==> src/rtl/irqc_pkg.sv <==
package irqc_pkg;
  localparam int ID_W   = 10;
  localparam int PRIO_W = 8;
  localparam logic [ID_W-1:0]   SPURIOUS_ID = 10'd1023;
  localparam logic [PRIO_W-1:0] PRIO_IDLE   = 8'hFF;

  localparam int OFF_CTRL  = 'h000;
  localparam int OFF_MASK  = 'h004;
  localparam int OFF_CLAIM = 'h00C;
  localparam int OFF_DONE  = 'h010;
  localparam int OFF_RUN   = 'h014;
  localparam int OFF_PEND  = 'h018;

  // A candidate passes when the interface is on, a slot is free, and the
  // candidate is strictly more urgent than both the threshold and the
  // running level.
  function automatic logic may_signal(
    input logic              en,
    input logic              valid,
    input logic              full,
    input logic [PRIO_W-1:0] prio,
    input logic [PRIO_W-1:0] thresh,
    input logic [PRIO_W-1:0] running
  );
    return en && valid && !full && (prio < thresh) && (prio < running);
  endfunction
endpackage

==> src/rtl/irqc_regfile.sv <==
module irqc_regfile
  import irqc_pkg::*;
#(
  parameter int ADDR_W = 12
) (
  input  logic              clk,
  input  logic              rst_n,
  input  logic              wr_en,
  input  logic [ADDR_W-1:0] addr,
  input  logic [PRIO_W-1:0] wdata_lo,
  input  logic [ID_W-1:0]   claim_value,
  input  logic [PRIO_W-1:0] running,
  input  logic [ID_W-1:0]   pend_value,
  output logic              en_q,
  output logic [PRIO_W-1:0] thresh_q,
  output logic [31:0]       rdata
);
  localparam logic [ADDR_W-1:0] A_CTRL  = ADDR_W'(OFF_CTRL);
  localparam logic [ADDR_W-1:0] A_MASK  = ADDR_W'(OFF_MASK);
  localparam logic [ADDR_W-1:0] A_CLAIM = ADDR_W'(OFF_CLAIM);
  localparam logic [ADDR_W-1:0] A_RUN   = ADDR_W'(OFF_RUN);
  localparam logic [ADDR_W-1:0] A_PEND  = ADDR_W'(OFF_PEND);

  always_ff @(posedge clk) begin
    if (!rst_n) begin
      en_q     <= 1'b0;
      thresh_q <= '0;
    end else if (wr_en) begin
      if (addr == A_CTRL) en_q     <= wdata_lo[0];
      if (addr == A_MASK) thresh_q <= wdata_lo;
    end
  end

  always_comb begin
    rdata = '0;
    if (addr == A_CTRL)  rdata = {31'b0, en_q};
    if (addr == A_MASK)  rdata = {{(32-PRIO_W){1'b0}}, thresh_q};
    if (addr == A_CLAIM) rdata = {{(32-ID_W){1'b0}}, claim_value};
    if (addr == A_RUN)   rdata = {{(32-PRIO_W){1'b0}}, running};
    if (addr == A_PEND)  rdata = {{(32-ID_W){1'b0}}, pend_value};
  end
endmodule

==> src/rtl/irqc_active_stack.sv <==
module irqc_active_stack
  import irqc_pkg::*;
#(
  parameter int DEPTH = 4
) (
  input  logic              clk,
  input  logic              rst_n,
  input  logic              push,
  input  logic [ID_W-1:0]   push_id,
  input  logic [PRIO_W-1:0] push_prio,
  input  logic              pop,
  output logic [ID_W-1:0]   top_id,
  output logic [PRIO_W-1:0] running,
  output logic              empty,
  output logic              full
);
  localparam int CNT_W = $clog2(DEPTH + 1);

  logic [CNT_W-1:0]  count_q;
  logic [ID_W-1:0]   id_q   [DEPTH];
  logic [PRIO_W-1:0] prio_q [DEPTH];

  for (genvar g = 0; g < DEPTH; g++) begin : g_slot
    always_ff @(posedge clk) begin
      if (!rst_n) begin
        id_q[g]   <= '0;
        prio_q[g] <= PRIO_IDLE;
      end else if (push && count_q == CNT_W'(g)) begin
        id_q[g]   <= push_id;
        prio_q[g] <= push_prio;
      end
    end
  end

  always_ff @(posedge clk) begin
    if (!rst_n)    count_q <= '0;
    else if (push) count_q <= count_q + 1'b1;
    else if (pop)  count_q <= count_q - 1'b1;
  end

  always_comb begin
    top_id  = '0;
    running = PRIO_IDLE;
    for (int i = 0; i < DEPTH; i++) begin
      if (count_q == CNT_W'(i + 1)) begin
        top_id  = id_q[i];
        running = prio_q[i];
      end
    end
  end

  assign empty = (count_q == '0);
  assign full  = (count_q == CNT_W'(DEPTH));
endmodule

==> src/rtl/irqc_pulse_reg.sv <==
module irqc_pulse_reg #(
  parameter int W = 10
) (
  input  logic         clk,
  input  logic         rst_n,
  input  logic         fire,
  input  logic [W-1:0] tag,
  output logic         pulse_q,
  output logic [W-1:0] tag_q
);
  always_ff @(posedge clk) begin
    if (!rst_n) begin
      pulse_q <= 1'b0;
      tag_q   <= '0;
    end else begin
      pulse_q <= fire;
      if (fire) tag_q <= tag;
    end
  end
endmodule

==> src/rtl/irq_cpu_port.sv <==
module irq_cpu_port
  import irqc_pkg::*;
#(
  parameter int ADDR_W     = 12,
  parameter int NEST_DEPTH = 4
) (
  input  logic              clk,
  input  logic              rst_n,
  input  logic [ADDR_W-1:0] reg_addr,
  input  logic              reg_wr,
  input  logic              reg_rd,
  input  logic [31:0]       reg_wdata,
  output logic [31:0]       reg_rdata,
  input  logic              cand_valid,
  input  logic [9:0]        cand_id,
  input  logic [7:0]        cand_prio,
  output logic              irq_out,
  output logic              act_pulse,
  output logic [9:0]        act_id,
  output logic              deact_pulse,
  output logic [9:0]        deact_id
);
  localparam logic [ADDR_W-1:0] A_CLAIM = ADDR_W'(OFF_CLAIM);
  localparam logic [ADDR_W-1:0] A_DONE  = ADDR_W'(OFF_DONE);

  logic              ctrl_en;
  logic [PRIO_W-1:0] thresh;
  logic [PRIO_W-1:0] running;
  logic [ID_W-1:0]   top_id;
  logic              stk_empty, stk_full;

  // Named internal events for the checker.
  logic              signalable;
  logic              claim_rd;
  logic              claim_take;
  logic              done_wr;
  logic              done_match;
  logic [ID_W-1:0]   done_id;
  logic [ID_W-1:0]   claim_value;
  logic [ID_W-1:0]   pend_value;

  assign signalable  = may_signal(ctrl_en, cand_valid, stk_full, cand_prio, thresh, running);
  assign claim_rd    = reg_rd && !reg_wr && (reg_addr == A_CLAIM);
  assign claim_take  = claim_rd && signalable;
  assign done_wr     = reg_wr && (reg_addr == A_DONE);
  assign done_id     = reg_wdata[ID_W-1:0];
  assign done_match  = done_wr && !stk_empty && (reg_wdata[31:ID_W] == '0) && (done_id == top_id);
  assign claim_value = signalable ? cand_id : SPURIOUS_ID;
  assign pend_value  = cand_valid ? cand_id : SPURIOUS_ID;
  assign irq_out     = signalable;

  irqc_regfile #(.ADDR_W(ADDR_W)) u_regs (
    .clk         (clk),
    .rst_n       (rst_n),
    .wr_en       (reg_wr),
    .addr        (reg_addr),
    .wdata_lo    (reg_wdata[PRIO_W-1:0]),
    .claim_value (claim_value),
    .running     (running),
    .pend_value  (pend_value),
    .en_q        (ctrl_en),
    .thresh_q    (thresh),
    .rdata       (reg_rdata)
  );

  irqc_active_stack #(.DEPTH(NEST_DEPTH)) u_stack (
    .clk       (clk),
    .rst_n     (rst_n),
    .push      (claim_take),
    .push_id   (cand_id),
    .push_prio (cand_prio),
    .pop       (done_match),
    .top_id    (top_id),
    .running   (running),
    .empty     (stk_empty),
    .full      (stk_full)
  );

  irqc_pulse_reg #(.W(ID_W)) u_act (
    .clk     (clk),
    .rst_n   (rst_n),
    .fire    (claim_take),
    .tag     (cand_id),
    .pulse_q (act_pulse),
    .tag_q   (act_id)
  );

  irqc_pulse_reg #(.W(ID_W)) u_deact (
    .clk     (clk),
    .rst_n   (rst_n),
    .fire    (done_match),
    .tag     (done_id),
    .pulse_q (deact_pulse),
    .tag_q   (deact_id)
  );
endmodule

==> config.mk <==
export PLATFORM = sky130hd
export DESIGN_NAME = irq_cpu_port
export DESIGN_NICKNAME = d
export VERILOG_FILES = /design/src/rtl/irqc_pkg.sv /design/src/rtl/irqc_regfile.sv /design/src/rtl/irqc_active_stack.sv /design/src/rtl/irqc_pulse_reg.sv /design/src/rtl/irq_cpu_port.sv
export SDC_FILE = /design/constraint.sdc
export NUM_CORES = 1
export LEC_CHECK = 0
export BUFFER_PORTS_ARGS = -buffer_cell sky130_fd_sc_hd__buf_2
export CORE_MARGIN = 8
export CORE_UTILIZATION = 55
export DETAILED_ROUTE_END_ITERATION = 10
export PLACE_DENSITY = 0.76
export SYNTH_ARGS = -nofsm -noshare
export SYNTH_HDL_FRONTEND = slang
export SYNTH_SLANG_ARGS = --single-unit
==> constraint.sdc <==
create_clock -name clk -period 15.5 [get_ports clk]
set_input_delay 3.1 -clock clk [delete_from_list [all_inputs] [get_ports clk]]
set_output_delay 3.1 -clock clk [all_outputs]
set_load 0.005 [all_outputs]
==> reports/metrics.cfg <==
[die]
boundaryPins = 122
core_area_um2 = 10800
die_width_um = 121
fp-row-count = 38
die_h_um = 121
initial_core_util_pct = 56.3
die_area_um2 = 14700

[drt]
vias_per_cell = 6.37
drt_wl_total_um = 18500
drt_iter0_markers = 641
avgRoutedWirePerCell_um = 22.1
antenna_left = 0
first_pass_iters = 6
remaining_drc_errors = 0
vias = 5349

[global_route]
grt_util_met3_pct = 3.91
busiest_layer = met2
grt_pass1_wl_um = 28000
antenna_found_initial = 0
overflow = 0
grt_pass1_vias = 5000
grt_util_met2_pct = 39.1
grt_max_degree = 57
use_met1_pct = 32.0
grt_usage_pct = 24.8

[sta]
slew_violations = 0
worst_pin_slew_ns = 1.30
tns_ns = 0
setup_viol = 0
min_period_ns = 8.37
maxClockFrequency_mhz = 120
max_slew_margin_pct = 12.7
grt_setup_unrepaired = false
postLayoutSetupSlackWorst_ns = 7.13
finalHoldViolCount = 0
skew_ns = 0.0143
period_share_pct = 54.0

[hold_path]
hold_class = reg2reg

[synthesis]
async_flop_share_pct = 0
synth_cell_types = 66
synth_seq_cells = 106
syn-cell-area_um2 = 6110
synthCells = 617
synthTopCellsByArea = edfxtp_1 35%, dfxtp_1 11%, ha_1 4.1%
ys_warn_count = 0
synth_top_area_share_pct = 35.4
synth-edff-count = 72
synth_ff_type = edfxtp_1
yosysMostFrequentCell = edfxtp_1
synth_area_leader_cell = edfxtp_1
syn_avg_cell_area_um2 = 9.90
synth-seq-area-share_pct = 46.6
yosys-top-cells-count = 72 x edfxtp_1, 49 x nand2_1, 39 x nand2b_1

[layout]
fillerInstances = 924
diodes = 0
area_growth_pct = 9.90
nets = 782
drive_gt1_share_pct = 18.9

[cts]
cts_tree = yes
ctsHoldBuffers = 0
post_cts_resized = 0
cts_sinks = 106
cts_root_buffer = clkbuf_8
cts_buffer_depth = 2
cts_buffers = 9
post-cts-setup-buffer-count = 0
clock_latency_ns = 0.39
cts_htree_levels = 3
clk_pin_slew_worst_paths_ns = 0.10

[setup_path]
slowest_delay_ns = 0.58
cp-start-kind = primary input
crit_slowest_cell = a21oi_1
end_kind = primary output
arrival_ns = 5.27
crit_fanout = 7
crit_required_ns = 12.40
worstSetupPathType = in2out
path_cells = buf_2 > nor4_1 > nand4_1 > a21oi_1 > a21oi_1 > a222oi_1 > buf_2

[power_and_ir_drop]
fin_total_pwr_w = 0.000504
p_leak_nw = 2.58
peakVddDrop_uv = 43.8
pwr_density_cell_nw_per_um2 = 75.2

[place]
dp_hpwl_um = 13500
portBuffers = 99
pre_cts_ws_ns = 7.19
gp_congestion = 0.912

[status]
status = completed

[run]
maxCapViolations = 0

-- final timing paths --
| path | from | endpoint | slack [ns] | cells after the start |
|---|---|---|---|---|
| worst max-delay path | reg_addr[5] | reg_rdata[1] | 7.13 | 7 |
| worst max register to register | u_stack.count_q[2]$_SDFFE_PN0P_ | u_stack.id_q[0][6]$_SDFFCE_PN0P_ | 9.61 | 13 |
| worst min-delay path | u_act.tag_q[3]$_SDFFE_PN0P_ | u_act.tag_q[3]$_SDFFE_PN0P_ | 0.46 | 2 |
| worst min register to register | u_act.tag_q[3]$_SDFFE_PN0P_ | u_act.tag_q[3]$_SDFFE_PN0P_ | 0.46 | 2 |
-- stage by stage --
stage | cell area (µm²) | util [%] | hold WS, ns | std cells
4_1_cts | 6710 | 61.9 | 0.455 | 840
3_3_place_gp | 6550 | 60.4 | 0.437 | 824
5_1_grt | 6710 | 61.9 | 0.468 | 840
2_1_floorplan | 6180 | - | 0.440 | 638
6_report | 6710 | 61.9 | 0.455 | 840
3_5_place_dp | 6550 | 60.4 | 0.441 | 824
-- kinds of logic after synthesis --
group	synth area share, %
simple gates	23.3
mux	2.64
xor+xnor	0.287
compound gates	15.5
flops	46.6
other cells	0.0614
fa+ha+maj	4.10
buf+inv	7.54
-- layer usage --
layer / vias to the layer above / routed length (µm)
li1: 2435 / -
met1: 2550 / 7310
met2: 315 / 8780
met3: 49 / 1720
met4: 0 / 716
met5: - / 0
-- flip-flops by register name, summed over array words and instances (netlist names) --
signal and cells:
u_stack.prio_q 32, u_stack.count_q 3, u_regs.en_q 1, u_deact.pulse_q 1, u_regs.thresh_q 8, u_act.pulse_q 1
u_act.tag_q 10, u_stack.id_q 40, u_deact.tag_q 10
-- placed cells by master, fill, tap and decap left out, types with 6 or more instances in the layout --
cell type   n
buf_2      99
edfxtp_1   72
nand2_1    49
nand2b_1   39
a21oi_1    37
nor4_1     34
dfxtp_1    34
o21ai_0    27
inv_1      26
conb_1     22
nor2_1     21
and2_1     20
ha_1       20
nand3_1    18
mux2i_1    15
nand4_1    11
and3b_1    11
nor3_1      9
clkbuf_8    9
o211ai_1    8
a22oi_1     8
a222oi_1    8
o22ai_1     7
buf_4       7
a311oi_1    6
a221oi_1    6
a31o_2      6
-- worst max-delay path, delay by kind of cell --
kind / cells / cell delay (ns)
AO/OA/AOI/OAI: 3 / 1.05
AND/OR/NAND/NOR: 2 / 0.82
buffers and inverters: 2 / 0.29
-- power breakdown --
part	total, W	switching, W	internal [W]
logic	0.0000393	0.0000266	0.0000127
clock network	0.000156	0.0000986	0.0000574
registers	0.000309	0.00000190	0.000307
-- final cells by class --
class | instances | area, µm² | area share [%]
Multi-Input combinational cell | 445 | 2880 | 42.9
Inverter | 27 | 101 | 1.51
Clock buffer | 10 | 128 | 1.90
Clock inverter | 6 | 33.8 | 0.503
Tap cell | 140 | 175 | 2.61
Timing Repair Buffer | 106 | 548 | 8.17
Sequential cell | 106 | 2840 | 42.4
No activity file was read; power rests on OpenSTA's default activity.
